File: src/rtl/rtc_stat_pkg.sv
package rtc_stat_pkg;
  // fixed fields above the event flags, counted from the MSB
  localparam int FIXED_FIELDS = 5;
  localparam int OFS_THR  = 1;
  localparam int OFS_VLOW = 2;
  localparam int OFS_OSC  = 3;
  localparam int OFS_PON  = 4;
  localparam int OFS_CTL  = 5;
endpackage

File: src/rtl/rtc_sticky_flag.sv
module rtc_sticky_flag (
  input  logic clk,
  input  logic rst_n,
  input  logic clr_all,
  input  logic set_i,
  input  logic wr_clr,
  output logic q
);
  always_ff @(posedge clk or negedge rst_n) begin
    if (!rst_n)       q <= 1'b0;
    else if (clr_all) q <= 1'b0;
    else if (set_i)   q <= 1'b1;
    else if (wr_clr)  q <= 1'b0;
  end


  set_wins_chk: assert property (@(posedge clk) disable iff (!rst_n)
    (set_i && !clr_all) |=> q);

  hold_chk: assert property (@(posedge clk) disable iff (!rst_n)
    (q && !wr_clr && !clr_all) |=> q);
endmodule

File: src/rtl/rtc_pon_unit.sv
module rtc_pon_unit (
  input  logic clk,
  input  logic rst_n,
  input  logic por_evt,
  input  logic wr_clr,
  output logic pon,
  output logic nbr_clr,
  output logic irq_en
);
  logic pon_d;

  always_ff @(posedge clk or negedge rst_n) begin
    if (!rst_n)       pon <= 1'b1;
    else if (por_evt) pon <= 1'b1;
    else if (wr_clr)  pon <= 1'b0;
  end

  always_ff @(posedge clk or negedge rst_n) begin
    if (!rst_n) pon_d <= 1'b1;
    else        pon_d <= pon;
  end

  assign nbr_clr = pon & ~pon_d;
  assign irq_en  = ~pon;


  pulse_once_chk: assert property (@(posedge clk) disable iff (!rst_n)
    nbr_clr |=> !nbr_clr);

  pon_hold_chk: assert property (@(posedge clk) disable iff (!rst_n)
    (pon && !wr_clr) |=> pon);
endmodule

File: src/rtl/rtc_status_reg.sv
module rtc_status_reg
  import rtc_stat_pkg::*;
#(
  parameter int NUM_EVT = 3,
  localparam int REG_W  = NUM_EVT + FIXED_FIELDS
) (
  input  logic               clk,
  input  logic               rst_n,
  input  logic               wr_en,
  input  logic [REG_W-1:0]   wr_data,
  input  logic               por_evt,
  input  logic               vdd_low,
  input  logic               osc_halt,
  input  logic [NUM_EVT-1:0] evt_in,
  output logic [REG_W-1:0]   rd_data,
  output logic               thr_sel,
  output logic               mon_en,
  output logic               nbr_clr,
  output logic               irq_en
);
  localparam int B_THR  = REG_W - OFS_THR;
  localparam int B_VLOW = REG_W - OFS_VLOW;
  localparam int B_OSC  = REG_W - OFS_OSC;
  localparam int B_PON  = REG_W - OFS_PON;
  localparam int B_CTL  = REG_W - OFS_CTL;

  logic               wr_eff;
  logic               thr_q, ctl_q, osc_q, vlow_q, pon_q;
  logic [NUM_EVT-1:0] evt_q;

  // a power-on event discards the whole write of that cycle
  assign wr_eff = wr_en & ~por_evt;

  // plain configuration bits
  always_ff @(posedge clk or negedge rst_n) begin
    if (!rst_n) begin
      thr_q <= 1'b0;
      ctl_q <= 1'b0;
    end else if (por_evt) begin
      thr_q <= 1'b0;
      ctl_q <= 1'b0;
    end else if (wr_eff) begin
      thr_q <= wr_data[B_THR];
      ctl_q <= wr_data[B_CTL];
    end
  end

  // oscillator-ok: hardware halt beats software, survives power-on clear
  always_ff @(posedge clk or negedge rst_n) begin
    if (!rst_n)        osc_q <= 1'b0;
    else if (osc_halt) osc_q <= 1'b0;
    else if (wr_eff)   osc_q <= wr_data[B_OSC];
  end

  // supply-low flag; monitor frozen while set
  assign mon_en = ~vlow_q;

  rtc_sticky_flag u_vlow (
    .clk     (clk),
    .rst_n   (rst_n),
    .clr_all (por_evt),
    .set_i   (vdd_low & mon_en),
    .wr_clr  (wr_eff & ~wr_data[B_VLOW]),
    .q       (vlow_q)
  );

  for (genvar i = 0; i < NUM_EVT; i++) begin : g_evt
    rtc_sticky_flag u_evt (
      .clk     (clk),
      .rst_n   (rst_n),
      .clr_all (por_evt),
      .set_i   (evt_in[i]),
      .wr_clr  (wr_eff & ~wr_data[i]),
      .q       (evt_q[i])
    );
  end

  rtc_pon_unit u_pon (
    .clk     (clk),
    .rst_n   (rst_n),
    .por_evt (por_evt),
    .wr_clr  (wr_eff & ~wr_data[B_PON]),
    .pon     (pon_q),
    .nbr_clr (nbr_clr),
    .irq_en  (irq_en)
  );

  assign thr_sel = thr_q;
  assign rd_data = {thr_q, vlow_q, osc_q, pon_q, ctl_q, evt_q};


  osc_halt_chk: assert property (@(posedge clk) disable iff (!rst_n)
    osc_halt |=> !rd_data[B_OSC]);

  por_clear_chk: assert property (@(posedge clk) disable iff (!rst_n)
    por_evt |=> (!thr_sel && !rd_data[B_VLOW] && !rd_data[B_CTL]
                 && rd_data[NUM_EVT-1:0] == '0 && !irq_en));

  mon_freeze_chk: assert property (@(posedge clk) disable iff (!rst_n)
    (!mon_en && !por_evt && !(wr_en && !wr_data[B_VLOW])) |=> !mon_en);
endmodule

File: config.mk
export PLATFORM = sky130hd
export DESIGN_NAME = rtc_status_reg
export DESIGN_NICKNAME = d
export VERILOG_FILES = /design/src/rtl/rtc_stat_pkg.sv /design/src/rtl/rtc_sticky_flag.sv /design/src/rtl/rtc_pon_unit.sv /design/src/rtl/rtc_status_reg.sv
export SDC_FILE = /design/constraint.sdc
export NUM_CORES = 1
export LEC_CHECK = 0
export ABC_AREA = 1
export BUFFER_PORTS_ARGS = -buffer_cell sky130_fd_sc_hd__buf_2
export CAP_MARGIN = 10
export CELL_PAD_IN_SITES_DETAIL_PLACEMENT = 1
export CELL_PAD_IN_SITES_GLOBAL_PLACEMENT = 2
export CORE_UTILIZATION = 22
export CTS_BUF_LIST = sky130_fd_sc_hd__clkbuf_8
export CTS_CLUSTER_SIZE = 20
export DETAILED_ROUTE_END_ITERATION = 7
export PLACE_DENSITY = 0.86
export SLEW_MARGIN = 20
export SYNTH_ARGS = -nofsm -noshare
export SYNTH_HDL_FRONTEND = slang
export SYNTH_SLANG_ARGS = --single-unit
File: constraint.sdc
create_clock -name clk -period 0.9 [get_ports clk]
set_input_delay 0.135 -clock clk [delete_from_list [all_inputs] [get_ports clk]]
set_output_delay 0.135 -clock clk [all_outputs]
set_load 0.02 [all_outputs]
==> results of run 1 <==
-- routing by layer --
metal	global-route usage, %	vias to the layer above	share of wire (%)
li1	-	227	-
met1	12.6	215	41
met2	21.6	18	52
met3	4.53	0	7.2
met4	6.67	0	0
met5	0	-	0
-- registers in the layout, summed over array words and instances, names as in the netlist --
register,flops
ctl_q,1
g_evt.u_evt.q,3
osc_q,1
thr_sel,1
u_pon.pon,1
u_pon.pon_d,1
u_vlow.q,1
-- cell families (layout without fill, tap and decap cells) --
| kind of cell | after synthesis | after routing | share of synthesized area [%] |
|---|---|---|---|
| AOI/OAI and AO/OA | 3 | 3 | 4.31 |
| buffers and inverters | 17 | 48 | 20.2 |
| DFF | 9 | 9 | 49.1 |
| and+or+nand+nor | 28 | 28 | 26.4 |
-- critical path: stages (launching register included) --
cell and delay [ps]:
dfstp_2 550, buf_4 120, buf_6 110
-- area by class of cell --
cell class / count / area (sq um) / area share [%]
flip-flops and latches: 9 / 228 / 30.0
multi-input cells: 31 / 153 / 20.1
clock buffers: 3 / 41.3 / 5.44
clock inverters: 1 / 3.75 / 0.494
inverters: 9 / 36.3 / 4.78
well taps: 27 / 33.8 / 4.45
repair buffers: 35 / 264 / 34.8
-- power by group through the flow --
stage,Clock (mW),Combinational (mW),Sequential [mW]
final,0.468,0.274,0.461
after global routing,0.509,0.302,0.464
after CTS,0.477,0.259,0.462
after detailed placement,0,0.207,0.464
after global placement,0,0.202,0.462
after floorplan,0,0.135,0.464
-- through the flow --
stage,setup TNS [ps],instances
global placement,-40.9,105
global route,-1160,115
floorplan,-4.43,57
finish,-831,115
detailed placement,-57.3,105
CTS,-825,114
-- repair_timing --
action                     CTS  global route
hold endpoints to repair     9             0
setup endpoints to repair   10            13
resized for setup           16             8
gates cloned                 0             0
hold buffers                 1             0
pin swaps                    1             0
setup buffers                4             1
-- layout by cell type (no fill, tap or decap) --
cell,netlist,layout
buf_2,0,17
nand2_1,13,13
buf_6,0,11
nand3_1,8,8
dfrtp_1,7,7
inv_1,7,6
buf_4,8,6
nor2_1,6,4
inv_2,2,3
clkbuf_8,0,3
dfstp_2,2,2
inv_4,0,1
nor2_4,0,1
nand2_4,1,1
nor2_2,0,1
o21ai_0,1,1
a21oi_2,1,1
o22ai_1,1,1
dlygate4sd3_1,0,1
-- worst min path at each step --
stage | start | to | slack [ps] | depth (start not counted)
3_3_place_gp | rst_n | thr_sel | 0.8 | 1
5_1_grt | wr_data[3] | ctl_q | 110 | 3
2_1_floorplan | rst_n | ctl_q | -160 | 0
6_report | wr_data[3] | ctl_q | 100 | 3
4_1_cts | wr_data[3] | ctl_q | 100 | 3
3_5_place_dp | rst_n | osc_q | 3 | 1
==> impl_metrics.py, run 1 <==
metrics = {
    "power_and_ir_drop": {
        "p_sw_uw": 328,
        "p_sw_share_pct": 27.2,
        "vdd_drop_max_v": 0.000702,
        "pwr-share-seq_pct": 38.3,
        "p_leak_nw": 0.426,
        "p_per_area_nw_per_um2": 1580,
        "internal_power_uw": 876,
        "combPwrFrac_pct": 22.8,
        "p_clk_share_pct": 38.9,
        "p_total_mw": 1.20,
    },
    "logic_synthesis": {
        "post-synth-top-count-cell": "nand2_1",
        "synth.top_cells.by_area": "dfrtp_1 (38%), buf_4 (13%), dfstp_2 (11%)",
        "ys_warn_count": 0,
        "async_flop_share_pct": 100,
        "synth_edf_count": 0,
        "mappedNetlistArea_sq_um": 464,
        "yosys.area.top_type": "dfrtp_1",
        "synthTopCellsByCount": "nand2_1 (13), buf_4 (8), nand3_1 (8), dfrtp_1 (7), inv_1 (7)",
        "ys_types": 12,
        "synthCells": 57,
        "ys_seq_elements": 9,
        "synth_top_area_share_pct": 37.7,
        "yosys_most_used_dff": "dfrtp_1",
        "synth.avg_cell_area_sq_um": 8.14,
        "synth_seq_area_share_pct": 49.1,
        "synth.net_count": 74,
    },
    "clock_network": {
        "clock_sinks": 9,
        "clkLatencyLatePin_ps": 230,
        "cts_tree": "built",
        "htreeDepth": 1,
        "cts_buffers": 3,
        "cts-root-buf": "clkbuf_8",
        "clk_pin_slew_ps": 50,
        "clock_path_buffers": 2,
    },
    "sta": {
        "rsz0062_at_grt": "true",
        "max_freq_mhz": 879,
        "relSlewSlack_pct": 85.2,
        "whs_ps": 97.4,
        "timing.final.ws_setup_ps": -238,
        "setup_viol_count_final": 8,
        "clock_skew_ps": 0.0404,
        "hold_viol": 0,
        "finalCritPeriodShare_pct": 126,
        "period_minus_slack_ps": 1140,
        "finalMaxSlewViolations": 0,
        "worst_pin_slew_ps": 222,
    },
    "setup_path": {
        "endpoint_kind": "output port",
        "start_kind": "flip-flop",
        "r2r_start": "u_pon.pon",
        "crit_fanout": 2,
        "worstRegToRegCells": 4,
        "reg2reg_slack_ps": -40,
        "cp.arrival_ps": 1000,
        "critPathLaunch": "u_pon.pon",
        "required_ps": 760,
        "crit_type": "reg2out",
        "reg2reg_to": "u_pon.pon",
        "endpoint": "rd_data[4]",
    },
    "drt": {
        "vias_per_cell": 4.00,
        "num_vias": 460,
        "first_pass_iters": 1,
        "antenna_left": 0,
        "initialDrtViolationCount": 0,
        "routed_wl_mm": 1.19,
        "drc_errors": 0,
        "post_drt_wl_per_cell_um": 10.3,
    },
    "place": {
        "hpwl_um": 890,
        "dpl_cell_area_sq_um": 596,
        "gp_routability_congestion": 0.640,
        "io_buffers": 28,
        "place_ws_ps": -57.3,
    },
    "run_status": {
        "outcome": "complete, but fails checks",
        "violations": "negative setup slack",
    },
    "grt": {
        "grt_use_total_pct": 12.3,
        "overflow": 0,
        "antenna_found_initial": 0,
        "grt_max_degree": 10,
        "grt_pass1_vias": 484,
        "grt_pass1_wl_mm": 1.86,
    },
    "floorplanning": {
        "io_pins": 29,
        "start_util_pct": 23.4,
        "rows": 16,
        "die_area_sq_um": 2300,
        "coreArea_sq_um": 1980,
        "die_w_um": 47.9,
        "die_y_um": 47.9,
    },
    "layout": {
        "finish.utilization_pct": 38.3,
        "layout.nets": 106,
        "stdcell_area_sq_um": 759,
        "antenna_cells": 0,
        "area_growth_pct": 63.6,
        "layout-drive-gt1-share_pct": 53.4,
        "fillCellCount": 246,
    },
    "job": {
        "drv_cap": 0,
    },
    "worst_hold_path": {
        "hp-class": "in2reg",
    },
}
Note: power is estimated with default switching activity, not from simulation.
==> run 2, diff against run 1 <==
- SKIP_LAST_GASP: not set -> 1
- clock period: 0.9 -> 1.3 ns (I/O delays scaled with it)
==> run 2 against run 1 <==
Compared with the run above: the run now ends clean; power fell by 37%; die area did not move; worst setup slack improved by 300 ps; first-iteration DRC count did not move; global-route usage fell by 1.4 points.
==> impl_metrics.py, run 2 (synthesized netlist as in run 1, its figures left out) <==
metrics = {
    "layout": {
        "finish.utilization_pct": 32.1,
        "largest_reg_flops": 3,
        "layout-drive-gt1-share_pct": 45.1,
        "area_growth_pct": 36.9,
        "layout.nets": 100,
        "layout_commonest_cell": "buf_2",
        "ff_latch_area_sq_um": 228,
        "antenna_cells": 0,
        "final_cell_mix": "buf_2 (27), nand2_1 (13), inv_1 (8), nand3_1 (8), dfrtp_1 (7)",
        "multi_input_area_sq_um": 143,
        "regMostFlops": "g_evt.u_evt.q",
        "fillCellCount": 246,
    },
    "clock_network": {
        "cts-root-buf": "clkbuf_8",
        "cts_tree": "built",
        "clock_path_buffers": 2,
        "cts_buffers": 3,
        "clkLatencyLatePin_ps": 230,
        "htreeDepth": 1,
        "clk_pin_slew_ps": 40,
        "clock_sinks": 9,
    },
    "setup_path": {
        "worstRegToRegCells": 2,
        "cpMaxStageDelayCell": "dfstp_2",
        "worstPathCellList": "inv_1 > nor2_1 > buf_4",
        "endpoint_kind": "output port",
        "reg2reg_slack_ps": 550,
        "cp.arrival_ps": 1050,
        "crit_type": "reg2out",
        "required_ps": 1110,
        "r2r_start": "u_vlow.q",
        "reg2reg_to": "u_vlow.q",
        "cpPeakStageDelay_ps": 540,
        "crit_fanout": 4,
        "start_kind": "flip-flop",
    },
    "worst_hold_path": {
        "hp-class": "in2reg",
        "worstHoldStart": "wr_data[3]",
        "min_to": "ctl_q",
        "worstHoldPathCells": 3,
    },
    "sta": {
        "worst_pin_slew_ps": 210,
        "clock_skew_ps": 0.171,
        "period_minus_slack_ps": 1240,
        "hold_viol": 0,
        "setup_viol_count_final": 0,
        "rsz0062_at_grt": "true",
        "timing.final.ws_setup_ps": 59.6,
        "whs_ps": 158,
        "finalCritPeriodShare_pct": 95.4,
        "relSlewSlack_pct": 86.0,
        "max_freq_mhz": 806,
        "finalMaxSlewViolations": 0,
    },
    "floorplanning": {
        "start_util_pct": 23.4,
        "die_area_sq_um": 2300,
        "io_pins": 29,
        "coreArea_sq_um": 1980,
        "die_w_um": 47.9,
        "die_y_um": 47.9,
        "rows": 16,
    },
    "place": {
        "hpwl_um": 841,
        "place_ws_ps": 280,
        "io_buffers": 28,
        "gp_routability_congestion": 0.690,
    },
    "drt": {
        "num_vias": 428,
        "routed_wl_mm": 1.05,
        "post_drt_wl_per_cell_um": 9.61,
        "vias_per_cell": 3.93,
        "initialDrtViolationCount": 0,
        "antenna_left": 0,
        "first_pass_iters": 1,
        "drc_errors": 0,
    },
    "grt": {
        "overflow": 0,
        "antenna_found_initial": 0,
        "grt_pass1_vias": 366,
        "grt_max_degree": 10,
        "grt_use_total_pct": 10.9,
        "grt_pass1_wl_mm": 1.56,
    },
    "job": {
        "drv_cap": 0,
    },
    "run_status": {
        "outcome": "finished, final reports clean",
    },
    "power_and_ir_drop": {
        "p_leak_nw": 0.383,
        "p_per_area_nw_per_um2": 1200,
        "vdd_drop_max_v": 0.000599,
    },
}
## run 2: changes by cell type in the layout (fill, tap and decap cells not counted)
cell    change
buf_6      -11
buf_2      +10
buf_4       -5
inv_1       +2
nor2_1      +2
inv_2       -1
inv_4       -1
nor2_2      -1
nor2_4      -1
## run 2: worst max path at each step
stage / cells past startpoint / from / slack, ps / endpoint
after floorplan: 2 / u_pon.pon / 160 / nbr_clr
after global placement: 3 / u_pon.pon / 310 / nbr_clr
after detailed placement: 3 / u_pon.pon / 280 / nbr_clr
after CTS: 3 / u_pon.pon / 30 / nbr_clr
after global routing: 3 / u_pon.pon / -2 / nbr_clr
final: 3 / u_pon.pon / 60 / nbr_clr
## run 2: critical path: cells and delay by family, from the launching register on
family | cells | cell delay (ps)
buffers and inverters | 2 | 190
DFF | 1 | 540
and+or+nand+nor | 1 | 80
## run 2: stage by stage
stage               setup TNS (ps)  cells  area [sq um]  total power [mW]
finish                           0    109           636             0.762
CTS                              0    109           633             0.779
floorplan                        0     57           464             0.409
detailed placement               0    104           578             0.454
global placement                 0    104           578             0.450
global route                 -2.14    109           636             0.819
## run 2: what timing repair did
| item | 4_1_cts | 5_1_grt |
|---|---|---|
| setup endpoints to repair | 0 | 1 |
| gates resized for setup | 0 | 1 |
| hold buffers | 1 | 0 |
| setup buffers | 0 | 0 |
| hold endpoints to repair | 7 | 0 |
## run 2: metal layers
layer  wire length (um)  up-vias  share of wire [%]  track usage (%)
li1                   -      218                  -                -
met1                446      187                 43             12.4
met2                481       23                 46             15.9
met3                120        0                 11             7.92
met4                  0        0                  0             3.33
met5                  0        -                  0                0
## run 2: layout make-up
| class | instances | area share [%] |
|---|---|---|
| clock buffers | 3 | 6.50 |
| repair buffers | 29 | 24.0 |
| multi-input cells | 31 | 22.4 |
| flip-flops and latches | 9 | 35.8 |
| inverters | 9 | 5.31 |
| clock inverters | 1 | 0.591 |
| well taps | 27 | 5.31 |
## run 2: report_power, final
group	switching, mW	total (mW)	internal (mW)
registers	0.0104	0.314	0.304
clock network	0.106	0.311	0.205
logic	0.0837	0.136	0.0525
